--- config.mk ---
export PLATFORM = sky130hd
export DESIGN_NAME = opnd_dep_detect
export DESIGN_NICKNAME = d
export VERILOG_FILES = /design/src/rtl/opnd_dep_pkg.sv /design/src/rtl/opnd_dst_hold.sv /design/src/rtl/opnd_dep_rules.sv /design/src/rtl/opnd_dep_detect.sv
export SDC_FILE = /design/constraint.sdc
export NUM_CORES = 1
export LEC_CHECK = 0
export CAP_MARGIN = 5
export CELL_PAD_IN_SITES_DETAIL_PLACEMENT = 1
export CELL_PAD_IN_SITES_GLOBAL_PLACEMENT = 1
export CORE_MARGIN = 1.5
export CORE_UTILIZATION = 31
export CTS_CLUSTER_DIAMETER = 80
export DETAILED_ROUTE_END_ITERATION = 16
export PLACE_DENSITY_LB_ADDON = 0.2
export SLEW_MARGIN = 20
export SYNTH_ARGS = -nofsm -noshare
export SYNTH_HDL_FRONTEND = slang
export SYNTH_HIERARCHICAL = 1
export SYNTH_SLANG_ARGS = --single-unit
--- constraint.sdc ---
create_clock -name clk -period 2.1 [get_ports clk]
set_input_delay 0.315 -clock clk [delete_from_list [all_inputs] [get_ports clk]]
set_output_delay 0.315 -clock clk [all_outputs]
set_load 0.05 [all_outputs]
--- src/rtl/opnd_dep_pkg.sv ---
package opnd_dep_pkg;

   typedef enum logic [1:0] {
      OPM_IMM  = 2'b00,
      OPM_REG  = 2'b01,
      OPM_ADDR = 2'b10,
      OPM_IND  = 2'b11
   } opmode_e;

   localparam int MODE_W = 2;

endpackage

--- src/rtl/opnd_dst_hold.sv ---
module opnd_dst_hold
   import opnd_dep_pkg::*;
#(
   parameter int REG_W = 5
) (
   input  logic             clk,
   input  logic             rst_n,
   input  logic             load_i,
   input  logic             vld_i,
   input  logic [MODE_W-1:0] mode_i,
   input  logic [REG_W-1:0] reg_i,
   output logic             vld_q,
   output logic [MODE_W-1:0] mode_q,
   output logic [REG_W-1:0] reg_q
);

   always_ff @(posedge clk or negedge rst_n) begin
      if (!rst_n) begin
         vld_q  <= 1'b0;
         mode_q <= OPM_IMM;
         reg_q  <= '0;
      end else if (load_i) begin
         vld_q  <= vld_i;
         mode_q <= mode_i;
         reg_q  <= reg_i;
      end
   end

endmodule

--- src/rtl/opnd_dep_rules.sv ---
module opnd_dep_rules
   import opnd_dep_pkg::*;
#(
   parameter int REG_W = 5
) (
   input  logic              d_vld_i,
   input  logic [MODE_W-1:0] d_mode_i,
   input  logic [REG_W-1:0]  d_reg_i,
   input  logic              s_vld_i,
   input  logic [MODE_W-1:0] s_mode_i,
   input  logic [REG_W-1:0]  s_reg_i,
   output logic              hit_o
);

   opmode_e d_mode, s_mode;
   logic    same_reg;

   assign d_mode   = opmode_e'(d_mode_i);
   assign s_mode   = opmode_e'(s_mode_i);
   assign same_reg = (d_reg_i == s_reg_i);

   always_comb begin
      hit_o = 1'b0;
      if (d_vld_i && s_vld_i) begin
         unique case (s_mode)
            OPM_REG:  hit_o = (d_mode == OPM_REG) && same_reg;
            OPM_IND: begin
               if (d_mode == OPM_IND)      hit_o = 1'b1;
               else if (d_mode == OPM_REG) hit_o = same_reg;
               else                        hit_o = 1'b0;
            end
            default:  hit_o = 1'b0;
         endcase
      end
   end

endmodule

--- src/rtl/opnd_dep_detect.sv ---
module opnd_dep_detect
   import opnd_dep_pkg::*;
#(
   parameter int REG_W = 5
) (
   input  logic             clk,
   input  logic             rst_n,
   input  logic             issue_i,
   input  logic             dst_vld_i,
   input  logic [1:0]       dst_mode_i,
   input  logic [REG_W-1:0] dst_reg_i,
   input  logic             src_vld_i,
   input  logic [1:0]       src_mode_i,
   input  logic [REG_W-1:0] src_reg_i,
   output logic             dep_o
);

   generate
      if (REG_W < 1 || REG_W > 16) begin : g_bad_width
         $error("opnd_dep_detect: REG_W must lie in 1..16");
      end
   endgenerate

   logic              prev_vld;
   logic [MODE_W-1:0] prev_mode;
   logic [REG_W-1:0]  prev_reg;

   opnd_dst_hold #(.REG_W(REG_W)) u_hold (
      .clk    (clk),
      .rst_n  (rst_n),
      .load_i (issue_i),
      .vld_i  (dst_vld_i),
      .mode_i (dst_mode_i),
      .reg_i  (dst_reg_i),
      .vld_q  (prev_vld),
      .mode_q (prev_mode),
      .reg_q  (prev_reg)
   );

   opnd_dep_rules #(.REG_W(REG_W)) u_rules (
      .d_vld_i  (prev_vld),
      .d_mode_i (prev_mode),
      .d_reg_i  (prev_reg),
      .s_vld_i  (src_vld_i),
      .s_mode_i (src_mode_i),
      .s_reg_i  (src_reg_i),
      .hit_o    (dep_o)
   );

endmodule

# Word level (Yosys, flattened, before mapping)
# Index checks and enable logic that the tools add are counted.
# word_totals
ff_bits	8
latchBits	0
romBits	0
output_inout_bits	1
in_bits	19
memories	0
mem_bits_rw	0
word_cells	14
# op_classes
mul	0
n_mux	4
addsub	0
n_lt_le_gt_ge	0
eq_ne	5
n_reduce_logical	2
div_mod_pow	0
bitwise	0
shifts	0
# ops
operator	n
== test 5 bit	1
== test 2 x 1 -> 1 bit, second input constant	2
== test 2 bit, second input constant	2
two-way mux 1 bit	3
logical AND 1 bit	2
one-hot mux 1 bit (2 select lines)	1

# Depth between registers and ports, before layout
# Gate-level depths: netlist of the first run.
# depth
ltp_word	5
mapped_depth	4
depth_no_buf	4

# Hierarchy
# The synthesis of the first run kept the hierarchy.
# by_module_without_submodules
mod	n_inst	cells_each	seq_area_each_um2	area_per_inst_um2
opnd_dst_hold	1	17	200.2	331.6
opnd_dep_rules	1	10	0.0	85.1

# Least setup slack after synthesis of the first run
# Ideal clock, no wire load.
# synth_path
path_type	flip-flop to output port
from	register u_hold.reg_q[2]
to	output dep_o
n_path_buf	0
arrival_ns	1.555
path_stages_with_launch	5
t_required_ns	1.785
setup_slack_ns	0.230
cell_sequence	dfrtp_1 xor2_1 nor3_1 nand4_1 a21oi_1
# synth_between
elab_chain_cells	5
elab_cells_between_ends	6
cone_classes	eq/ne (1); mux (4); reduce/logical (1)
# synth_rtl
element	line	text
start, declared	opnd_dst_hold.sv:14	output logic [REG_W-1:0] reg_q
start signal, assigned	opnd_dst_hold.sv:25	reg_q <= reg_i;
== test 5 bit (*)	opnd_dep_rules.sv:20	assign same_reg = (d_reg_i == s_reg_i);
two-way mux 1 bit	opnd_dep_rules.sv:29	else if (d_mode == OPM_REG) hit_o = same_reg;
two-way mux 1 bit	opnd_dep_rules.sv:28	if (d_mode == OPM_IND) hit_o = 1'b1;
one-hot mux 1 bit (2 select lines) (*)	opnd_dep_rules.sv:25	unique case (s_mode)
two-way mux 1 bit (*)	opnd_dep_rules.sv:24	if (d_vld_i && s_vld_i) begin
end, declared	opnd_dep_detect.sv:15	output logic dep_o
# Mark *: on every way between the ends. The rest lies on a longest branch, timed or not.

# Worst setup path after layout of the first run
# layout_path
from	input src_reg_i[2]
to	output dep_o
# layout_between
elab_chain_cells	5
elab_cells_between_ends	6
cone_classes	eq/ne (1); mux (4); reduce/logical (1)
# layout_rtl
element	line	text
start, declared	opnd_dep_detect.sv:14	input logic [REG_W-1:0] src_reg_i,
== test 5 bit (*)	opnd_dep_rules.sv:20	
two-way mux 1 bit	opnd_dep_rules.sv:29	
two-way mux 1 bit	opnd_dep_rules.sv:28	
one-hot mux 1 bit (2 select lines) (*)	opnd_dep_rules.sv:25	
two-way mux 1 bit (*)	opnd_dep_rules.sv:24	
# Marked as above.

==> flow_metrics.py, run 1 <==
metrics = {
    "outcome": {
        "status": "finished, final reports clean",
    },
    "sta": {
        "final_max_slew_viol_count": 0,
        "timing.fmax_mhz": 500,
        "fin_crit_sh_pct": 95.2,
        "rsz0062_at_grt": "false",
        "finalSetupViolations": 0,
        "fin_skew_ns": 0,
        "setup_tns_ns": 0,
        "fin_ws_ns": 0.100,
        "worst_pin_slew_ns": 0.525,
        "finalCriticalPeriod_ns": 2.00,
        "slew_headroom_pct": 64.9,
        "hold_viol_final": 0,
    },
    "critical_path": {
        "cp.arrival_ns": 1.68,
        "reg2reg_depth": 1,
        "rr_startpoint": "u_hold/reg_q[1]$_DFFE_PN0P_",
        "critPathRequiredTime_ns": 1.78,
        "r2r_slack_ns": 1.30,
        "path_max_fanout": 1,
        "worstSetupEndpointType": "primary output",
        "start_kind": "primary input",
        "r2r_end": "u_hold/reg_q[1]$_DFFE_PN0P_",
        "critical_path_class": "primary input to primary output",
    },
    "detailed_routing": {
        "drt-initial-drc-count": 2,
        "ant_nets": 0,
        "wl_um": 936,
        "vias": 294,
        "firstDrtPassIters": 2,
        "drc_errors": 0,
        "wl_per_cell_um": 14.9,
        "viasPerCell": 4.67,
    },
    "die": {
        "dieHeight_um": 39.7,
        "core_area_um2": 1270,
        "die_x_um": 39.7,
        "fp.dieArea_um2": 1570,
        "ios": 20,
        "rows": 13,
        "start_util_pct": 32.8,
    },
    "clocking": {
        "cts.sinks": 8,
        "clkTransAtPathRegs_ns": 0.05,
        "post-cts-setup-buffer-count": 0,
        "root_buffer": "clkbuf_4",
        "cts_max_level": 1,
        "clock_latency_ns": 0.25,
        "cts_resized": 0,
        "cts_buffers": 3,
        "cts_buffer_depth": 2,
        "hold_buffers": 0,
        "cts_tree": "built",
    },
    "synth": {
        "yosysWarningCount": 6,
        "netlist_top_cells_area": "dfrtp_1 (48%), mux2_4 (29%), xnor2_2 (7.8%)",
        "yosysSeqAreaShare_pct": 48.0,
        "syn_avg_cell_area_um2": 15.4,
        "synth.largest_area_cell": "dfrtp_1",
        "syn-cell-area_um2": 417,
        "synthCells": 27,
        "yosysUniqueCellTypes": 10,
        "ys_ff_latch": 8,
        "synth_top_area_share_pct": 48.0,
        "synth_fp_nets": 46,
    },
    "layout": {
        "antenna_cells": 0,
        "fin_nets": 69,
        "layout-drive-gt1-share_pct": 29.2,
        "n_fill_cell": 133,
        "area_growth_pct": 55.3,
    },
    "power_and_ir_drop": {
        "ir_drop_v": 0.000262,
        "power_density_nw_per_um2": 601,
        "intPower_w": 0.000301,
        "p_switching_w": 0.0000881,
        "power_frac_seq_pct": 47.0,
        "switching_share_pct": 22.6,
        "design_power_total_w": 0.000389,
        "comb_power_share_pct": 23.4,
        "p_leak_nw": 0.282,
        "p_clk_share_pct": 29.6,
    },
    "placement": {
        "place_ws_ns": 0.112,
        "hpwl_um": 756,
        "port_buffers": 19,
        "routabilityCongestion": 0.598,
    },
    "global_routing": {
        "grt_max_degree": 9,
        "grt.total_usage_pct": 14.4,
        "grt_pass1_wl_mm": 1.39,
        "grt.overflow.total": 0,
        "grt_pass1_vias": 307,
        "grt_antenna_before_repair": 0,
    },
    "flow_run": {
        "maxCapViolations": 0,
    },
    "min_path": {
        "hold_path_class": "primary input to asynchronous set/reset pin",
    },
}
flip-flops by register name, indices dropped and copies added, names as in the netlist:
| signal | count |
|---|---|
| u_hold/mode_q | 2 |
| u_hold/reg_q | 5 |
| u_hold/vld_q | 1 |
critical path, stage by stage:
cell,delay (ns)
clkdlybuf4s50_1,0.41
xor2_1,0.16
nor3_1,0.24
nand4_1,0.13
a21oi_1,0.25
buf_12,0.17
metal layers:
metal / routed length, µm / GRT usage, % / up-vias
li1: - / - / 137
met1: 380 / 17.4 / 143
met2: 489 / 23.4 / 12
met3: 60 / 3.41 / 2
met4: 6 / 7.76 / 0
met5: 0 / 0 / -
through the flow:
step	hold slack [ns]	utilization [%]	std cells	cell area, µm²
6_report	0.346	51.0	63	647
5_1_grt	0.375	51.0	63	647
3_3_place_gp	0.497	49.2	60	624
4_1_cts	0.357	51.0	63	647
2_1_floorplan	0.0194	-	27	417
3_5_place_dp	0.505	49.2	60	624
worst max-delay path by stage:
stage,startpoint,endpoint,slack [ns],cells past startpoint
6_report,src_reg_i[2],dep_o,0.10,6
2_1_floorplan,u_hold/reg_q[2]$_DFFE_PN0P_,dep_o,0.23,4
3_5_place_dp,src_reg_i[2],dep_o,0.11,6
4_1_cts,src_reg_i[2],dep_o,0.10,6
5_1_grt,src_reg_i[2],dep_o,0.03,6
3_3_place_gp,src_reg_i[2],dep_o,0.13,6
cells by family after synthesis:
group           Yosys count  share of synthesized area, %
buf+inv                   1                          2.70
mux                       8                          28.8
xor+xnor                  5                          14.1
compound gates            1                          1.20
simple gates              4                          5.10
flops                     8                          48.0
cell usage after synthesis:
cell and number:
nand4_1 2, xnor2_2 2, xnor2_1 1, dfrtp_1 8, mux2_4 8, buf_6 1
a21oi_1 1, xor2_1 2, nor3_1 1, nand2_1 1
cell usage in the layout (no fill, tap or decap), drive strengths merged:
cell / count
a21oi: 1
buf: 1
clkbuf: 3
clkdlybuf4s50: 18
dfrtp: 8
mux2: 8
nand2: 1
nand4: 2
nor3: 1
xnor2: 3
xor2: 2
power groups by stage:
stage	registers [W]	logic [W]	clock network [W]
floorplan	0.000182	0.0000480	0
global placement	0.000184	0.0000881	0
detailed placement	0.000185	0.0000919	0
CTS	0.000183	0.0000925	0.000124
global route	0.000185	0.0000976	0.000130
finish	0.000183	0.0000911	0.000115
final cells by class:
class / count / area (µm²) / area share, %
Clock buffer: 3 / 22.5 / 3.48
Tap cell: 15 / 18.8 / 2.90
Sequential cell: 8 / 200 / 30.9
Multi-Input combinational cell: 18 / 205 / 31.7
Timing Repair Buffer: 19 / 200 / 30.9
Power figures use the tool's default switching activity.
==> run 2: changes to the inputs <==
RECOVER_POWER = 25   (was default)
clock period = 2.5 ns   (was 2.1 ns; I/O delays follow)
==> run 2 against run 1 <==
  * Power shrank 15%
  * Clock skew unchanged
  * Cell count did not move
  * Combinational power down 15%
  * Critical endpoint unchanged
  * Sequential share of layout area unchanged
  * Non-clock buffer count unchanged
  * Sequential power down 16%
  * First-iteration DRC count increased by 50%
  * Setup slack improved by 0.32 ns
  * Critical path depth did not move
  * Worst hold slack improved by 0.13 ns
==> flow_metrics.py, run 2 (synthesis gave the netlist of run 1 again) <==
metrics = {
    "critical_path": {
        "crit_start": "src_reg_i[2]",
        "worstSetupEndpointType": "primary output",
        "critical_path_class": "primary input to primary output",
        "critPathRequiredTime_ns": 2.12,
        "cp.arrival_ns": 1.71,
        "path_max_fanout": 1,
        "rr_startpoint": "u_hold/reg_q[1]$_DFFE_PN0P_",
        "start_kind": "primary input",
        "reg2reg_depth": 1,
    },
    "detailed_routing": {
        "wl_um": 976,
        "firstDrtPassIters": 2,
        "viasPerCell": 4.54,
        "drt-initial-drc-count": 3,
        "ant_nets": 0,
        "wl_per_cell_um": 15.5,
        "vias": 286,
        "drc_errors": 0,
    },
    "die": {
        "fp.dieArea_um2": 1570,
        "start_util_pct": 32.8,
        "ios": 20,
        "rows": 13,
        "dieHeight_um": 39.7,
        "core_area_um2": 1270,
        "die_x_um": 39.7,
    },
    "clocking": {
        "cts_max_level": 1,
        "cts.sinks": 8,
        "cts_resized": 0,
        "root_buffer": "clkbuf_4",
        "cts_buffers": 3,
        "clock_latency_ns": 0.25,
        "post-cts-setup-buffer-count": 0,
        "clkTransAtPathRegs_ns": 0.05,
        "cts_tree": "built",
        "hold_buffers": 0,
        "cts_buffer_depth": 2,
    },
    "power_and_ir_drop": {
        "p_leak_nw": 0.283,
        "power_density_nw_per_um2": 509,
        "p_switching_w": 0.0000770,
        "switching_share_pct": 23.4,
        "ir_drop_v": 0.000281,
        "comb_power_share_pct": 23.4,
        "p_clk_share_pct": 30.0,
        "power_frac_seq_pct": 46.6,
        "intPower_w": 0.000253,
    },
    "sta": {
        "hold_viol_final": 0,
        "setup_tns_ns": 0,
        "finalCriticalPeriod_ns": 2.08,
        "fin_skew_ns": 0,
        "finalSetupViolations": 0,
        "slew_headroom_pct": 65.3,
        "rsz0062_at_grt": "false",
        "worst_pin_slew_ns": 0.520,
        "final_max_slew_viol_count": 0,
        "whs_ns": 0.473,
        "fin_crit_sh_pct": 83.3,
        "timing.fmax_mhz": 480,
    },
    "layout": {
        "mostFrequentLayoutCells": "clkdlybuf4s50_1 (17), mux2_4 (8), dfrtp_1 (8)",
        "reg.largest.list": "u_hold/reg_q: 5 flops, u_hold/mode_q: 2 flops, u_hold/vld_q: 1 flops",
        "final_util_pct": 51.0,
        "layout-drive-gt1-share_pct": 29.2,
        "final_common_cell": "clkdlybuf4s50_1",
        "largest-register": "u_hold/reg_q",
        "fin_nets": 69,
        "n_fill_cell": 140,
        "antenna_cells": 0,
        "largest_register_ffs": 5,
        "finalInstanceArea_um2": 647,
        "area_growth_pct": 55.3,
    },
    "global_routing": {
        "grt_pass1_vias": 316,
        "grt_antenna_before_repair": 0,
        "grt.overflow.total": 0,
        "grt.total_usage_pct": 15.0,
        "grt_max_degree": 9,
        "grt_pass1_wl_mm": 1.39,
    },
    "placement": {
        "port_buffers": 19,
        "hpwl_um": 760,
        "place_area_um2": 624,
        "routabilityCongestion": 0.596,
    },
    "min_path": {
        "hold_path_class": "primary input to asynchronous set/reset pin",
    },
    "outcome": {
        "status": "finished, final reports clean",
    },
    "flow_run": {
        "maxCapViolations": 0,
    },
}
run 2: cell count changes in the layout (fill, tap and decap cells not counted):
cell             delta
dlygate4sd3_1       +1
clkdlybuf4s50_1     -1
run 2: final timing paths:
check | to | slack (ns)
max in group asynchronous | u_hold/reg_q[0]$_DFFE_PN0P_ | 1.76
setup reg to reg | u_hold/reg_q[1]$_DFFE_PN0P_ | 1.68
setup / recovery | dep_o | 0.42
hold reg to reg | u_hold/vld_q$_DFFE_PN0P_ | 0.53
min in group clk | u_hold/vld_q$_DFFE_PN0P_ | 0.53
hold / removal | u_hold/reg_q[3]$_DFFE_PN0P_ | 0.47
run 2: layout make-up:
type	count	area (µm²)	share of cell area (%)
well taps	15	18.8	2.90
multi-input cells	18	205	31.7
clock buffers	3	22.5	3.48
flip-flops and latches	8	200	30.9
repair buffers	19	200	30.9
run 2: layer usage:
metal	track usage, %	share of wire, %	vias to the layer above
li1	-	-	138
met1	17.0	39	131
met2	24.2	51	15
met3	5.68	7.7	2
met4	7.76	1.5	0
met5	0	0	-
run 2: worst max-delay path, stage by stage:
cell and delay, ns:
clkdlybuf4s50_1 0.41, xor2_1 0.17, nor3_1 0.19, nand4_1 0.12, a21oi_1 0.26, buf_12 0.18
run 2: power groups by stage:
stage               registers (W)  logic [W]  clock network (W)
floorplan                0.000153  0.0000403                  0
global placement         0.000154  0.0000746                  0
detailed placement       0.000156  0.0000779                  0
CTS                      0.000154  0.0000784           0.000105
global route             0.000155  0.0000827           0.000110
finish                   0.000153  0.0000771          0.0000990
run 2: stage by stage:
step / cells / power [W] / worst slack, ns
finish: 63 / 0.000330 / 0.418
global route: 63 / 0.000348 / 0.325
CTS: 63 / 0.000337 / 0.430
detailed placement: 60 / 0.000233 / 0.449
global placement: 60 / 0.000229 / 0.483
floorplan: 27 / 0.000193 / 0.554
==> run 3: changes to the inputs <==
CORE_UTILIZATION = 26   (was 31)
clock period = 1.9 ns   (was 2.5 ns; I/O delays follow)
==> run 3 against run 2 <==
  * Worst hold slack lost 0.080 ns
  * Design area grew 0.77%
  * Critical path depth stayed put
  * Non-clock buffer count is the same
  * First-iteration DRC count increased by 33%
  * Combinational power grew 30%
  * Critical endpoint unchanged
  * Wire length is 8.2% lower
  * Sequential share of layout area down 0.24 points
  * Clock skew is the same
  * Sequential power grew 31%
  * Largest power group unchanged
  * Die area increased by 18%
  * Cell count grew 1.6%
==> flow_metrics.py, run 3 (synthesis gave the netlist of run 1 again) <==
metrics = {
    "sta": {
        "hold_viol_final": 0,
        "rsz0062_at_grt": "false",
        "fin_crit_sh_pct": 97.5,
        "fin_ws_ns": 0.0482,
        "worst_pin_slew_ns": 0.532,
        "timing.fmax_mhz": 540,
        "finalSetupViolations": 0,
        "finalCriticalPeriod_ns": 1.85,
        "slew_headroom_pct": 64.4,
        "fin_skew_ns": 0,
        "final_max_slew_viol_count": 0,
        "setup_tns_ns": 0,
    },
    "clocking": {
        "cts_tree": "built",
        "clock_latency_ns": 0.25,
        "clkTransAtPathRegs_ns": 0.05,
        "cts_buffer_depth": 2,
        "cts.sinks": 8,
        "root_buffer": "clkbuf_4",
        "cts_buffers": 3,
        "cts_max_level": 1,
    },
    "layout": {
        "antenna_cells": 0,
        "largest_register_ffs": 5,
        "finalInstanceArea_um2": 652,
        "largest-register": "u_hold/reg_q",
        "reg.largest.list": "u_hold/reg_q: 5 flops, u_hold/mode_q: 2 flops, u_hold/vld_q: 1 flops",
        "final_common_cell": "clkdlybuf4s50_1",
        "mostFrequentLayoutCells": "clkdlybuf4s50_1 (17), mux2_4 (8), dfrtp_1 (8)",
        "fin_nets": 69,
        "area_growth_pct": 56.5,
        "layout-drive-gt1-share_pct": 31.3,
    },
    "detailed_routing": {
        "drt-initial-drc-count": 4,
        "ant_nets": 0,
        "wl_um": 896,
        "viasPerCell": 4.48,
        "wl_per_cell_um": 14.0,
        "vias": 287,
        "firstDrtPassIters": 3,
        "drc_errors": 0,
    },
    "critical_path": {
        "reg2reg_depth": 1,
        "critical_path_class": "primary input to primary output",
        "rr_startpoint": "u_hold/reg_q[1]$_DFFE_PN0P_",
        "worstSetupEndpointType": "primary output",
        "r2r_end": "u_hold/reg_q[1]$_DFFE_PN0P_",
        "start_kind": "primary input",
        "path_max_fanout": 1,
        "r2r_slack_ns": 1.11,
        "cp.arrival_ns": 1.57,
        "critPathRequiredTime_ns": 1.62,
    },
    "global_routing": {
        "grt_pass1_vias": 324,
        "grt.total_usage_pct": 12.0,
        "grt.overflow.total": 0,
        "grt_max_degree": 9,
        "grt_antenna_before_repair": 0,
        "grt_pass1_wl_mm": 1.57,
    },
    "flow_run": {
        "maxCapViolations": 0,
    },
    "power_and_ir_drop": {
        "intPower_w": 0.000332,
        "p_clk_share_pct": 29.3,
        "switching_share_pct": 22.0,
        "power_density_nw_per_um2": 653,
        "p_leak_nw": 0.283,
        "ir_drop_v": 0.000259,
        "p_switching_w": 0.0000938,
        "power_frac_seq_pct": 47.2,
        "comb_power_share_pct": 23.5,
    },
    "die": {
        "die_x_um": 43.0,
        "ios": 20,
        "dieHeight_um": 43.0,
        "start_util_pct": 27.7,
        "core_area_um2": 1510,
        "rows": 14,
        "fp.dieArea_um2": 1850,
    },
    "min_path": {
        "hold_path_class": "primary input to asynchronous set/reset pin",
    },
    "placement": {
        "routabilityCongestion": 0.731,
        "place_area_um2": 626,
        "place_ws_ns": 0.00407,
        "port_buffers": 19,
    },
    "outcome": {
        "status": "finished, final reports clean",
    },
}
[run 3: cell count changes in the layout (fill, tap and decap cells not counted)]
cell	delta
a21oi_1	-1
a21oi_2	+1
[run 3: power groups by stage]
| stage | sequential [W] | combinational (W) | clock (W) |
|---|---|---|---|
| 3_3_place_gp | 0.000203 | 0.0000976 | 0 |
| 5_1_grt | 0.000203 | 0.000107 | 0.000147 |
| 3_5_place_dp | 0.000204 | 0.000100 | 0 |
| 6_report | 0.000201 | 0.000100 | 0.000125 |
| 2_1_floorplan | 0.000201 | 0.0000531 | 0 |
| 4_1_cts | 0.000201 | 0.000101 | 0.000135 |
[run 3: per-layer routing]
metal / vias to the layer above / track usage (%) / routed length, µm
met5: - / 0 / 0
met3: 2 / 5.11 / 73
met2: 13 / 18.2 / 405
met4: 0 / 7.27 / 6
met1: 133 / 13.9 / 410
li1: 139 / - / -
[run 3: area by class of cell]
| class | count | area (µm²) |
|---|---|---|
| repair buffers | 19 | 200 |
| flip-flops and latches | 8 | 200 |
| fillers | 158 | 855 |
| well taps | 16 | 20.0 |
| clock buffers | 3 | 22.5 |
| multi-input cells | 18 | 209 |
[run 3: how the worst max path moves through the flow]
stage	to	from	slack [ns]
after floorplan	dep_o	u_hold/reg_q[2]$_DFFE_PN0P_	0.06
after global placement	dep_o	src_reg_i[2]	0.02
after detailed placement	dep_o	src_reg_i[2]	0.004
after CTS	dep_o	src_reg_i[2]	0.004
after global routing	dep_o	src_reg_i[2]	0.004
final	dep_o	src_reg_i[2]	0.05
[run 3: stage by stage]
stage | hold slack, ns | instances | utilization (%) | power [W]
after floorplan | -0.0106 | 27 | - | 0.000254
after global placement | 0.497 | 61 | 41.5 | 0.000301
after detailed placement | 0.512 | 61 | 41.5 | 0.000305
after CTS | 0.327 | 64 | 43.0 | 0.000438
after global routing | 0.403 | 64 | 43.3 | 0.000458
final | 0.393 | 64 | 43.3 | 0.000426
[run 3: worst max-delay path: stages]
cell	delay [ns]
clkdlybuf4s50_1	0.41
xor2_1	0.16
nor3_1	0.19
nand4_1	0.16
a21oi_2	0.21
buf_12	0.15
[run 3: timing repair]
action | CTS | global route
setup buffers | 0 | 0
hold buffers | 0 | 0
endpoints found under the setup margin | 0 | 1
resized for setup | 0 | 1
